<file path="config.mk">
export PLATFORM = sky130hd
export DESIGN_NAME = flash_erase_seq
export DESIGN_NICKNAME = d
export VERILOG_FILES = /design/src/rtl/fe_pkg.sv /design/src/rtl/fe_down_timer.sv /design/src/rtl/fe_addr_walker.sv /design/src/rtl/fe_retry_count.sv /design/src/rtl/flash_erase_seq.sv
export SDC_FILE = /design/constraint.sdc
export NUM_CORES = 1
export LEC_CHECK = 0
export ABC_AREA = 1
export CAP_MARGIN = 20
export CORE_AREA = 4 4 95 97
export CTS_CLUSTER_DIAMETER = 150
export DETAILED_ROUTE_END_ITERATION = 8
export DIE_AREA = 0 0 99 101
export PLACE_DENSITY = 0.78
export SLEW_MARGIN = 0
export SYNTH_ARGS = -nofsm -noshare
export SYNTH_HDL_FRONTEND = slang
export SYNTH_SLANG_ARGS = --single-unit
</file>
<file path="constraint.sdc">
create_clock -name clk -period 2.7 [get_ports clk]
set_input_delay 0.405 -clock clk [delete_from_list [all_inputs] [get_ports clk]]
set_output_delay 0.405 -clock clk [all_outputs]
set_load 0.01 [all_outputs]
</file>
<file path="src/rtl/fe_pkg.sv">
package fe_pkg;

    typedef enum logic [4:0] {
        ST_IDLE,
        ST_REJECT,
        ST_SWE_ON,
        ST_BLK_LOAD,
        ST_WDT_ON,
        ST_ESU_ON,
        ST_ERS_ON,
        ST_ERS_OFF,
        ST_ESU_OFF,
        ST_WDT_OFF,
        ST_EV_ON,
        ST_DUMMY_WR,
        ST_SETTLE,
        ST_READ,
        ST_EV_OFF,
        ST_DONE,
        ST_FAIL
    } fe_state_e;

    typedef struct packed {
        logic swe;
        logic esu;
        logic ers;
        logic ev;
        logic wdt;
        logic wr;
        logic rd;
        logic done;
        logic fail;
        logic err;
        logic blk_on;
    } fe_ctl_t;

    localparam logic [15:0] ERASED_WORD = 16'hFFFF;
    localparam logic [7:0]  DUMMY_BYTE  = 8'hFF;

endpackage

</file>
<file path="src/rtl/fe_down_timer.sv">
module fe_down_timer #(
    parameter int W = 8
) (
    input  logic         clk,
    input  logic         rst_n,
    input  logic         load,
    input  logic [W-1:0] load_val,
    output logic         expired
);

    logic [W-1:0] cnt;

    always_ff @(posedge clk or negedge rst_n) begin
        if (!rst_n) begin
            cnt <= '0;
        end else if (load) begin
            cnt <= load_val;
        end else if (cnt != '0) begin
            cnt <= cnt - 1'b1;
        end
    end

    assign expired = (cnt == '0);

    // a finished count stays at zero until the next load
    p_count_hold_r3: assert property (@(posedge clk) disable iff (!rst_n)
        (!load && cnt == '0) |=> cnt == '0);

endmodule

</file>
<file path="src/rtl/fe_addr_walker.sv">
module fe_addr_walker #(
    parameter int NBLK      = 4,
    parameter int BLK_WORDS = 8,
    parameter int BLK_BASE  = 256,
    parameter int AW        = 12
) (
    input  logic            clk,
    input  logic            rst_n,
    input  logic [NBLK-1:0] blk_sel,
    input  logic            restart,
    input  logic            step,
    output logic [AW-1:0]   addr,
    output logic            last
);

    localparam int OW = (BLK_WORDS > 1) ? $clog2(BLK_WORDS) : 1;
    localparam logic [OW-1:0] LAST_OFF = OW'(BLK_WORDS - 1);

    logic [OW-1:0] off;
    logic [AW-1:0] base;

    always_comb begin
        base = AW'(BLK_BASE);
        for (int k = 0; k < NBLK; k++) begin
            if (blk_sel[k]) begin
                base = AW'(BLK_BASE) + AW'(k * BLK_WORDS);
            end
        end
    end

    always_ff @(posedge clk or negedge rst_n) begin
        if (!rst_n) begin
            off <= '0;
        end else if (restart) begin
            off <= '0;
        end else if (step && off != LAST_OFF) begin
            off <= off + 1'b1;
        end
    end

    assign addr = base + AW'(off);
    assign last = (off == LAST_OFF);

    p_off_in_block_r5: assert property (@(posedge clk) disable iff (!rst_n)
        off <= LAST_OFF);

    p_restart_first_r4: assert property (@(posedge clk) disable iff (!rst_n)
        restart |=> (off == '0));

endmodule

</file>
<file path="src/rtl/fe_retry_count.sv">
module fe_retry_count #(
    parameter int MAX_TRY = 3
) (
    input  logic clk,
    input  logic rst_n,
    input  logic clear,
    input  logic bump,
    output logic spent
);

    localparam int NW = $clog2(MAX_TRY + 1) + 1;
    localparam logic [NW-1:0] LIMIT = NW'(MAX_TRY);

    logic [NW-1:0] n;

    always_ff @(posedge clk or negedge rst_n) begin
        if (!rst_n) begin
            n <= NW'(1);
        end else if (clear) begin
            n <= NW'(1);
        end else if (bump && n != LIMIT) begin
            n <= n + 1'b1;
        end
    end

    assign spent = (n == LIMIT);

    p_try_bound_r8: assert property (@(posedge clk) disable iff (!rst_n)
        (n >= NW'(1)) && (n <= LIMIT));

endmodule

</file>
<file path="src/rtl/flash_erase_seq.sv">
module flash_erase_seq
    import fe_pkg::*;
#(
    parameter int NBLK      = 4,
    parameter int BLK_WORDS = 8,
    parameter int BLK_BASE  = 256,
    parameter int AW        = 12,
    parameter int DW        = 8,
    parameter int ZW        = 16,
    parameter int MAX_TRY   = 3
) (
    input  logic            clk,
    input  logic            rst_n,
    input  logic            start,
    input  logic [NBLK-1:0] blk_sel,
    input  logic [DW-1:0]   dly_swe,
    input  logic [DW-1:0]   dly_esu,
    input  logic [ZW-1:0]   dly_ers,
    input  logic [DW-1:0]   dly_ers_off,
    input  logic [DW-1:0]   dly_esu_off,
    input  logic [DW-1:0]   dly_ev,
    input  logic [DW-1:0]   dly_settle,
    input  logic [DW-1:0]   dly_ev_off,
    input  logic [15:0]     arr_rdata,
    output logic            fl_swe,
    output logic            fl_esu,
    output logic            fl_ers,
    output logic            fl_ev,
    output logic [NBLK-1:0] fl_blk,
    output logic            wdt_en,
    output logic [AW-1:0]   arr_addr,
    output logic            arr_wr,
    output logic [7:0]      arr_wdata,
    output logic            arr_rd,
    output logic            busy,
    output logic            done,
    output logic            fail,
    output logic            sel_err
);

    fe_state_e       state, nxt;
    fe_ctl_t         ctl;
    logic [NBLK-1:0] blk_q;
    logic            ok_q;
    logic            sel_ok, accept;
    logic            short_load, long_load;
    logic [DW-1:0]   short_val;
    logic            short_exp, long_exp;
    logic            last_word, word_pass, spent;

    assign sel_ok    = (blk_sel != '0) && ((blk_sel & (blk_sel - 1'b1)) == '0);
    assign accept    = (state == ST_IDLE) && start && sel_ok;
    assign word_pass = (arr_rdata == ERASED_WORD);

    // ---- state register ----
    always_ff @(posedge clk or negedge rst_n) begin
        if (!rst_n) begin
            state <= ST_IDLE;
        end else begin
            state <= nxt;
        end
    end

    // ---- next state ----
    always_comb begin
        nxt = state;
        unique case (state)
            ST_IDLE:     if (start) nxt = sel_ok ? ST_SWE_ON : ST_REJECT;
            ST_REJECT:   nxt = ST_IDLE;
            ST_SWE_ON:   if (short_exp) nxt = ST_BLK_LOAD;
            ST_BLK_LOAD: nxt = ST_WDT_ON;
            ST_WDT_ON:   nxt = ST_ESU_ON;
            ST_ESU_ON:   if (short_exp) nxt = ST_ERS_ON;
            ST_ERS_ON:   if (long_exp) nxt = ST_ERS_OFF;
            ST_ERS_OFF:  if (short_exp) nxt = ST_ESU_OFF;
            ST_ESU_OFF:  if (short_exp) nxt = ST_WDT_OFF;
            ST_WDT_OFF:  nxt = ST_EV_ON;
            ST_EV_ON:    if (short_exp) nxt = ST_DUMMY_WR;
            ST_DUMMY_WR: nxt = ST_SETTLE;
            ST_SETTLE:   if (short_exp) nxt = ST_READ;
            ST_READ:     nxt = (word_pass && !last_word) ? ST_DUMMY_WR : ST_EV_OFF;
            ST_EV_OFF: begin
                if (short_exp) begin
                    if (ok_q)       nxt = ST_DONE;
                    else if (spent) nxt = ST_FAIL;
                    else            nxt = ST_BLK_LOAD;
                end
            end
            ST_DONE:     nxt = ST_IDLE;
            ST_FAIL:     nxt = ST_IDLE;
            default:     nxt = ST_IDLE;
        endcase
    end

    // ---- timer loads on entry to a wait state ----
    always_comb begin
        short_load = 1'b0;
        short_val  = '0;
        if (nxt != state) begin
            unique case (nxt)
                ST_SWE_ON:  begin short_load = 1'b1; short_val = dly_swe;     end
                ST_ESU_ON:  begin short_load = 1'b1; short_val = dly_esu;     end
                ST_ERS_OFF: begin short_load = 1'b1; short_val = dly_ers_off; end
                ST_ESU_OFF: begin short_load = 1'b1; short_val = dly_esu_off; end
                ST_EV_ON:   begin short_load = 1'b1; short_val = dly_ev;      end
                ST_SETTLE:  begin short_load = 1'b1; short_val = dly_settle;  end
                ST_EV_OFF:  begin short_load = 1'b1; short_val = dly_ev_off;  end
                default:    begin short_load = 1'b0; short_val = '0;          end
            endcase
        end
    end

    assign long_load = (nxt == ST_ERS_ON) && (state != ST_ERS_ON);

    fe_down_timer #(.W(DW)) u_short_tmr (
        .clk      (clk),
        .rst_n    (rst_n),
        .load     (short_load),
        .load_val (short_val),
        .expired  (short_exp)
    );

    fe_down_timer #(.W(ZW)) u_long_tmr (
        .clk      (clk),
        .rst_n    (rst_n),
        .load     (long_load),
        .load_val (dly_ers),
        .expired  (long_exp)
    );

    // ---- block latch and round result ----
    always_ff @(posedge clk or negedge rst_n) begin
        if (!rst_n) begin
            blk_q <= '0;
            ok_q  <= 1'b0;
        end else begin
            if (accept) blk_q <= blk_sel;
            if (state == ST_READ) ok_q <= word_pass;
        end
    end

    fe_addr_walker #(
        .NBLK      (NBLK),
        .BLK_WORDS (BLK_WORDS),
        .BLK_BASE  (BLK_BASE),
        .AW        (AW)
    ) u_walker (
        .clk     (clk),
        .rst_n   (rst_n),
        .blk_sel (blk_q),
        .restart (state == ST_EV_ON),
        .step    ((state == ST_READ) && word_pass && !last_word),
        .addr    (arr_addr),
        .last    (last_word)
    );

    fe_retry_count #(.MAX_TRY(MAX_TRY)) u_retry (
        .clk   (clk),
        .rst_n (rst_n),
        .clear (accept),
        .bump  ((state == ST_EV_OFF) && short_exp && !ok_q && !spent),
        .spent (spent)
    );

    // ---- outputs decoded from state ----
    always_comb begin
        ctl = '0;
        unique case (state)
            ST_IDLE:     ctl = '0;
            ST_REJECT:   ctl.err = 1'b1;
            ST_SWE_ON:   ctl.swe = 1'b1;
            ST_BLK_LOAD: begin ctl.swe = 1'b1; ctl.blk_on = 1'b1; end
            ST_WDT_ON:   begin ctl.swe = 1'b1; ctl.blk_on = 1'b1; ctl.wdt = 1'b1; end
            ST_ESU_ON, ST_ERS_OFF: begin
                ctl.swe = 1'b1; ctl.blk_on = 1'b1; ctl.wdt = 1'b1; ctl.esu = 1'b1;
            end
            ST_ERS_ON: begin
                ctl.swe = 1'b1; ctl.blk_on = 1'b1; ctl.wdt = 1'b1;
                ctl.esu = 1'b1; ctl.ers = 1'b1;
            end
            ST_ESU_OFF:  begin ctl.swe = 1'b1; ctl.blk_on = 1'b1; ctl.wdt = 1'b1; end
            ST_WDT_OFF, ST_EV_OFF: begin ctl.swe = 1'b1; ctl.blk_on = 1'b1; end
            ST_EV_ON, ST_SETTLE: begin ctl.swe = 1'b1; ctl.blk_on = 1'b1; ctl.ev = 1'b1; end
            ST_DUMMY_WR: begin
                ctl.swe = 1'b1; ctl.blk_on = 1'b1; ctl.ev = 1'b1; ctl.wr = 1'b1;
            end
            ST_READ: begin
                ctl.swe = 1'b1; ctl.blk_on = 1'b1; ctl.ev = 1'b1; ctl.rd = 1'b1;
            end
            ST_DONE:     ctl.done = 1'b1;
            ST_FAIL:     ctl.fail = 1'b1;
            default:     ctl = '0;
        endcase
    end

    assign fl_swe    = ctl.swe;
    assign fl_esu    = ctl.esu;
    assign fl_ers    = ctl.ers;
    assign fl_ev     = ctl.ev;
    assign wdt_en    = ctl.wdt;
    assign arr_wr    = ctl.wr;
    assign arr_rd    = ctl.rd;
    assign arr_wdata = ctl.wr ? DUMMY_BYTE : 8'h00;
    assign fl_blk    = ctl.blk_on ? blk_q : '0;
    assign done      = ctl.done;
    assign fail      = ctl.fail;
    assign sel_err   = ctl.err;
    assign busy      = (state != ST_IDLE);

    // ---- assertions ----
    p_ers_inside_esu_r3: assert property (@(posedge clk) disable iff (!rst_n)
        fl_ers |-> (fl_esu && wdt_en && fl_swe));

    p_ev_apart_r4: assert property (@(posedge clk) disable iff (!rst_n)
        fl_ev |-> (!fl_esu && !fl_ers && !wdt_en));

    p_dummy_under_ev_r5: assert property (@(posedge clk) disable iff (!rst_n)
        arr_wr |-> (fl_ev && arr_wdata == 8'hFF && !arr_rd));

    p_bad_word_exits_r7: assert property (@(posedge clk) disable iff (!rst_n)
        (arr_rd && arr_rdata != 16'hFFFF) |=> (state == ST_EV_OFF));

    p_done_once_r6: assert property (@(posedge clk) disable iff (!rst_n)
        done |=> !done);

    p_fail_once_r8: assert property (@(posedge clk) disable iff (!rst_n)
        fail |=> (!fail && !done));

    p_reject_quiet_r9: assert property (@(posedge clk) disable iff (!rst_n)
        sel_err |-> (!fl_swe && fl_blk == '0));

    p_blk_single_r9: assert property (@(posedge clk) disable iff (!rst_n)
        $onehot0(fl_blk));

    p_swe_only_from_idle_r10: assert property (@(posedge clk) disable iff (!rst_n)
        $rose(fl_swe) |-> ($past(state) == ST_IDLE));

endmodule

</file>
Word level (Yosys, flattened, before mapping)
Cells that the tools add are included.

Register bits: 40. Bits in writable memories: 0. Output and inout port bits: 35. Latch bits: 0. Bits of input ports: 95. Memories: 0. Logic and storage cells: 120. Bits in read-only memories: 0.

$add $sub $neg: 6. Eq/ne operators: 31. Magnitude comparators: 0. Multiplexer cells: 42. Multiply operators: 0. Bitwise logic cells: 1. Div/mod/pow operators: 0. Shifts and indexed selects: 0. Reductions and logical operators: 33.

Operators with widths (number): one-hot mux 5 bit (14 select lines) (1); == test 5 x 4 -> 1 bit, second input constant (12); one-hot mux 8 bit (7 select lines) (1); two-way mux 5 bit (11); == test 5 x 3 -> 1 bit, second input constant (7); two-way mux 16 bit (2); two-way mux 8 bit (4); two-way mux 12 bit (2); == test 16 bit, second input constant (1); logical NOT 16 bit (1); nonzero test 16 bit (1); subtractor 16 x 1 -> 16 bit, second input constant (1); == test 5 x 2 -> 1 bit, second input constant (3); two-way mux 3 bit (5); two-way mux 1 bit (13); OR reduction 13 bit (1); adder 12 x 3 -> 12 bit (1); logical AND 1 bit (12); OR reduction 12 bit (1); logical NOT 8 bit (1); two-way mux 4 bit (2); nonzero test 2 bit (4); nonzero test 8 bit (1); subtractor 8 x 1 -> 8 bit, second input constant (1); 21 further kinds (24).

Longest topological paths before layout
Depth after elaboration: 12. Gate-level depth with buffers: 20. Mapped depth without buffers: 19.

Cells and area by module
Synthesis repeated with hierarchy kept, for this count alone.

Cell total of the unflattened synthesis: 616. Area total of the unflattened synthesis: 3857.4 um2.

Modules (own cells, without submodules): flash_erase_seq (instances 1, area an instance 1740.4 um2, seq. area each 250.2 um2, cells each 324); fe_down_timer (u_long_tmr) (instances 1, area an instance 1184.9 um2, seq. area each 400.4 um2, cells each 167); fe_down_timer (u_short_tmr) (instances 1, area an instance 513.0 um2, seq. area each 200.2 um2, cells each 71); fe_addr_walker (instances 1, area an instance 244.0 um2, seq. area each 75.1 um2, cells each 32); fe_retry_count (instances 1, area an instance 175.2 um2, seq. area each 76.3 um2, cells each 22).

Worst setup path after synthesis
Ideal clock, no wire load.

Path kind: register to register. Start: register state[4]. End: register u_short_tmr.cnt[4]. Setup time: 0.126 ns. Required time: 2.574 ns. Path buffers: 0. Arrival time: 2.238 ns. Period minus slack after synthesis: 2.364 ns. Stages on the path, launching flop included: 15. Slack: 0.336 ns. Cells stage by stage: dfrtp_1 inv_2 nand3_2 nor2_1 nor2_1 nand3_1 inv_1 nand2_1 nor2_2 nand2_2 nand2_1 nor2_2 nor2_8 nor2_1 a21oi_1.

Longest elaborated chain between the ends: 7. Elaborated cells between the ends (all ways): 39. Classes of those cells: eq/ne (21); mux (15); reduce/logical (3).

RTL lines: start: declaration (RTL line flash_erase_seq.sv:41) `fe_state_e state, nxt;`; start signal: assignment (RTL line flash_erase_seq.sv:60) `state <= nxt;`; == test 5 x 4 -> 1 bit (tied with other cells) (RTL line flash_erase_seq.sv:67) `unique case (state)`; one-hot mux 5 bit (14 select lines) (*) (RTL line flash_erase_seq.sv:67); net nxt[3] (RTL line flash_erase_seq.sv:41); == test 5 x 4 -> 1 bit (tied with other cells) (RTL line flash_erase_seq.sv:100) `unique case (nxt)`; OR reduction 7 bit (no source line); two-way mux 1 bit (RTL line flash_erase_seq.sv:100); two-way mux 1 bit (RTL line flash_erase_seq.sv:99) `if (nxt != state) begin`; two-way mux 8 bit or nonzero test 2 bit (tied branches); end signal: assignment (RTL line fe_down_timer.sv:17) `cnt <= load_val;`; end signal: assignment (RTL line fe_down_timer.sv:19) `cnt <= cnt - 1'b1;`; end: declaration (RTL line fe_down_timer.sv:11) `logic [W-1:0] cnt;`.

The timed path passes the listed nets; every way through them passes the cells marked *. A chain may end at the register's enable or synchronous reset.

Worst setup path after layout
Start: register u_short_tmr.cnt[0]. End: register u_short_tmr.cnt[1].

Longest elaborated chain between the ends: 8. Elaborated cells between the ends (all ways): 27. Classes of those cells: add/sub (1); eq/ne (8); mux (14); reduce/logical (4).

RTL lines: logical NOT 8 bit (RTL line fe_down_timer.sv:23) `assign expired = (cnt == '0);`; two-way mux 5 bit (tied with other cells) (RTL line flash_erase_seq.sv:83) `if (short_exp) begin`; one-hot mux 5 bit (14 select lines) (RTL line flash_erase_seq.sv:67); == test 5 x 4 -> 1 bit (tied with other cells) (RTL line flash_erase_seq.sv:100); OR reduction 7 bit (no source line); two-way mux 1 bit (RTL line flash_erase_seq.sv:100); two-way mux 1 bit (RTL line flash_erase_seq.sv:99); two-way mux 8 bit or nonzero test 2 bit (tied branches).

Parallel ways exist; a longest one is shown, timed or not. The select of a mux whose other input is x is not followed.

==> results.cfg <==
[drt]
num_vias = 4129
drt_drc_violations_left = 0
viasPerCell = 5.05
routed_wl_mm = 11.3
drt_iter0_drc = 373
drt-wirelength-per-cell_um = 13.8
drtAntennaViolNets = 0
drtPass1Iterations = 5

[sta]
fin_skew_ns = 0.00515
fin_hold_ws_ns = 0.241
fin_crit_sh = 0.954
tightest_slew_ns = 0.916
hold_violations = 0
slew_violations = 0
setup_viol = 0
slew_headroom = 0.389
setup_slack_ns = 0.125
period_needed_ns = 2.57
max_freq_ghz = 0.388

[clocking]
hold_buffers = 0
numCtsBuffers = 5
ctsLongestPathBuffers = 2
cts_tree = yes
clkLatencyLatePin_ns = 0.30
numClockSinks = 40
root_buffer = clkbuf_8
htree_levels = 2
clk_pin_slew_ns = 0.08

[cells_and_area]
drive_gt1_frac = 0.158
nNetsFinal = 814
n_antenna_cell = 0
final_common_cell = nand2_1
synthToLayoutAreaGrowth_pct = 48.0
layout_common_cells = nand2_1, clkdlybuf4s50_1, nor2_1

[run]
drv_cap = 0

[logic_synthesis]
ys.flop_type = dfrtp_1
yosysWarnings = 0
synth_compound_area_frac = 0.0745
synth_xor_area_frac = 0.0465
synth_fa_ha_area_frac = 0.0210
synth_area_leaders = dfrtp_1, nand2_1, nor2_1
ys_seq_elements = 40
synth_area_leader_cell = dfrtp_1
synth_edf_count = 0
ys_types = 38
synth_top_family_by_area = simple AND/OR/NAND/NOR gates
yosys-mux-area-fraction = 0
seq_area_frac_synth = 0.280
syn_area_per_cell_um2 = 6.34
syn_inst = 564
yosys.area_share.simple = 0.468
async_reset_ff_frac = 1.00
synth_area_um2 = 3580
yosysTopAreaCellShare = 0.273

[worst_setup_path]
rrSetupSlack_ns = 0.13
critPathRequiredTime_ns = 2.89
arrival_ns = 2.77
path_buf_inv = 2
cp_max_fo = 8
cp_slowest_cell = dfrtp_1
startpoint_type = flop
path_cells = inv_1, ha_1, nand2_2, nor2_4, nand2_4, nand2_4, nand2_1, nor2_4, nand3_1, nand2_1, nand4_1, buf_4, o21ai_4, o21ai_0, nand2_1, nand2_1
crit_family = simple AND/OR/NAND/NOR gates
slowest_delay_ns = 0.38
endpoint_kind = flop
path_class = flop to flop
crit_top_cell = nand2_1

[floorplan]
start_util = 0.440
io_pins = 130
die_w_um = 99
die_area_um2 = 10000
die_h_um = 101
core_um2 = 8130
rows = 33

[power_and_ir_drop]
p_leak_nw = 2.58
p_per_area_nw_per_um2 = 953
ir_worst_vdd_v = 0.000403

[grt]
grt_overflow_total = 0
grt.met1_usage = 0.258
grt_antenna_before_repair = 0
grt_pass1_vias = 3940
gr-max-usage-layer = met2
gr-usage-met2 = 0.370
grt_util_all_layers = 0.206
grt_use_met3 = 0.0388
grt_max_degree = 41
grt_pass1_wl_mm = 17.2

[place]
hpwl_mm = 8.47
gp_congestion = 0.925
dp_slack_ns = -0.0640
port_buffers = 122

[worst_hold_path]
hp-class = input port to asynchronous set/reset pin

[run_status]
status = complete, no violations
repair_timing:
| action | CTS | global route |
|---|---|---|
| gates cloned | 0 | 1 |
| setup buffers | 3 | 16 |
| endpoints found under the setup margin | 5 | 13 |
| resized for setup | 12 | 29 |
| pin swaps | 0 | 8 |
registers in the layout, summed over array words and instances, names as in the netlist:
signal	cells
blk_q	4
state	5
u_long_tmr.cnt	16
u_retry.n	3
u_walker.off	3
ok_q	1
u_short_tmr.cnt	8
cell usage after synthesis (4+ instances only):
| cell | count |
|---|---|
| nand2_1 | 167 |
| nor2_1 | 88 |
| inv_1 | 51 |
| nand3_1 | 51 |
| dfrtp_1 | 39 |
| a21oi_1 | 21 |
| o21ai_0 | 20 |
| buf_4 | 16 |
| xor2_1 | 15 |
| nand4_1 | 12 |
| nor2_2 | 10 |
| nor3_1 | 10 |
| ha_1 | 6 |
| inv_2 | 6 |
| nand2_2 | 6 |
| nand3_2 | 6 |
| nor2_4 | 5 |
| nor4_1 | 4 |
| xnor2_1 | 4 |
per-stage QoR:
stage / total power (W) / util / std cells / area [µm²] / setup TNS [ns]
after floorplan: 0.00305 / - / 569 / 3600 / 0
after global placement: 0.00395 / 0.606 / 791 / 4930 / -0.0497
after detailed placement: 0.00402 / 0.606 / 791 / 4930 / -0.0932
after CTS: 0.00464 / 0.626 / 801 / 5090 / 0
after global routing: 0.00545 / 0.651 / 818 / 5300 / -0.191
final: 0.00505 / 0.651 / 818 / 5300 / 0
path summary, 6_finish.rpt:
kind / startpoint / end / cells past startpoint
max: u_short_tmr.cnt[0] / u_short_tmr.cnt[1] / 16
min: rst_n / u_long_tmr.cnt[15] / 1
max reg2reg: u_short_tmr.cnt[0] / u_short_tmr.cnt[1] / 16
min reg2reg: u_short_tmr.cnt[1] / u_short_tmr.cnt[1] / 2
max in group asynchronous: rst_n / state[2] / 1
min in group clk: u_short_tmr.cnt[1] / u_short_tmr.cnt[1] / 2
cell type report:
type | count | area [µm²]
clock buffer | 5 | 68.8
clock inverter | 2 | 60.1
fill | 717 | 2840
inverter | 59 | 224
multi-input combinational | 448 | 2310
sequential | 40 | 1010
tap | 105 | 131
timing repair buffer | 159 | 1490
cell families after synthesis:
logic type | after synthesis
AND/OR/NAND/NOR | 367
buffers and inverters | 82
AO/OA/AOI/OAI | 48
flip-flops | 40
XOR/XNOR | 19
adder cells (fa/ha/maj) | 6
other | 2
layer usage:
metal,vias to the layer above,share of wire
met5,-,0
met2,169,0.49
met1,1869,0.42
met3,20,0.080
li1,2071,-
met4,0,0.014
power breakdown:
| part | internal, W | switching (W) | total [W] |
|---|---|---|---|
| registers | 0.000858 | 0.000215 | 0.00107 |
| clock network | 0.000364 | 0.000215 | 0.000578 |
| logic | 0.00148 | 0.00192 | 0.00340 |
Note: power is estimated with default switching activity, not from simulation.
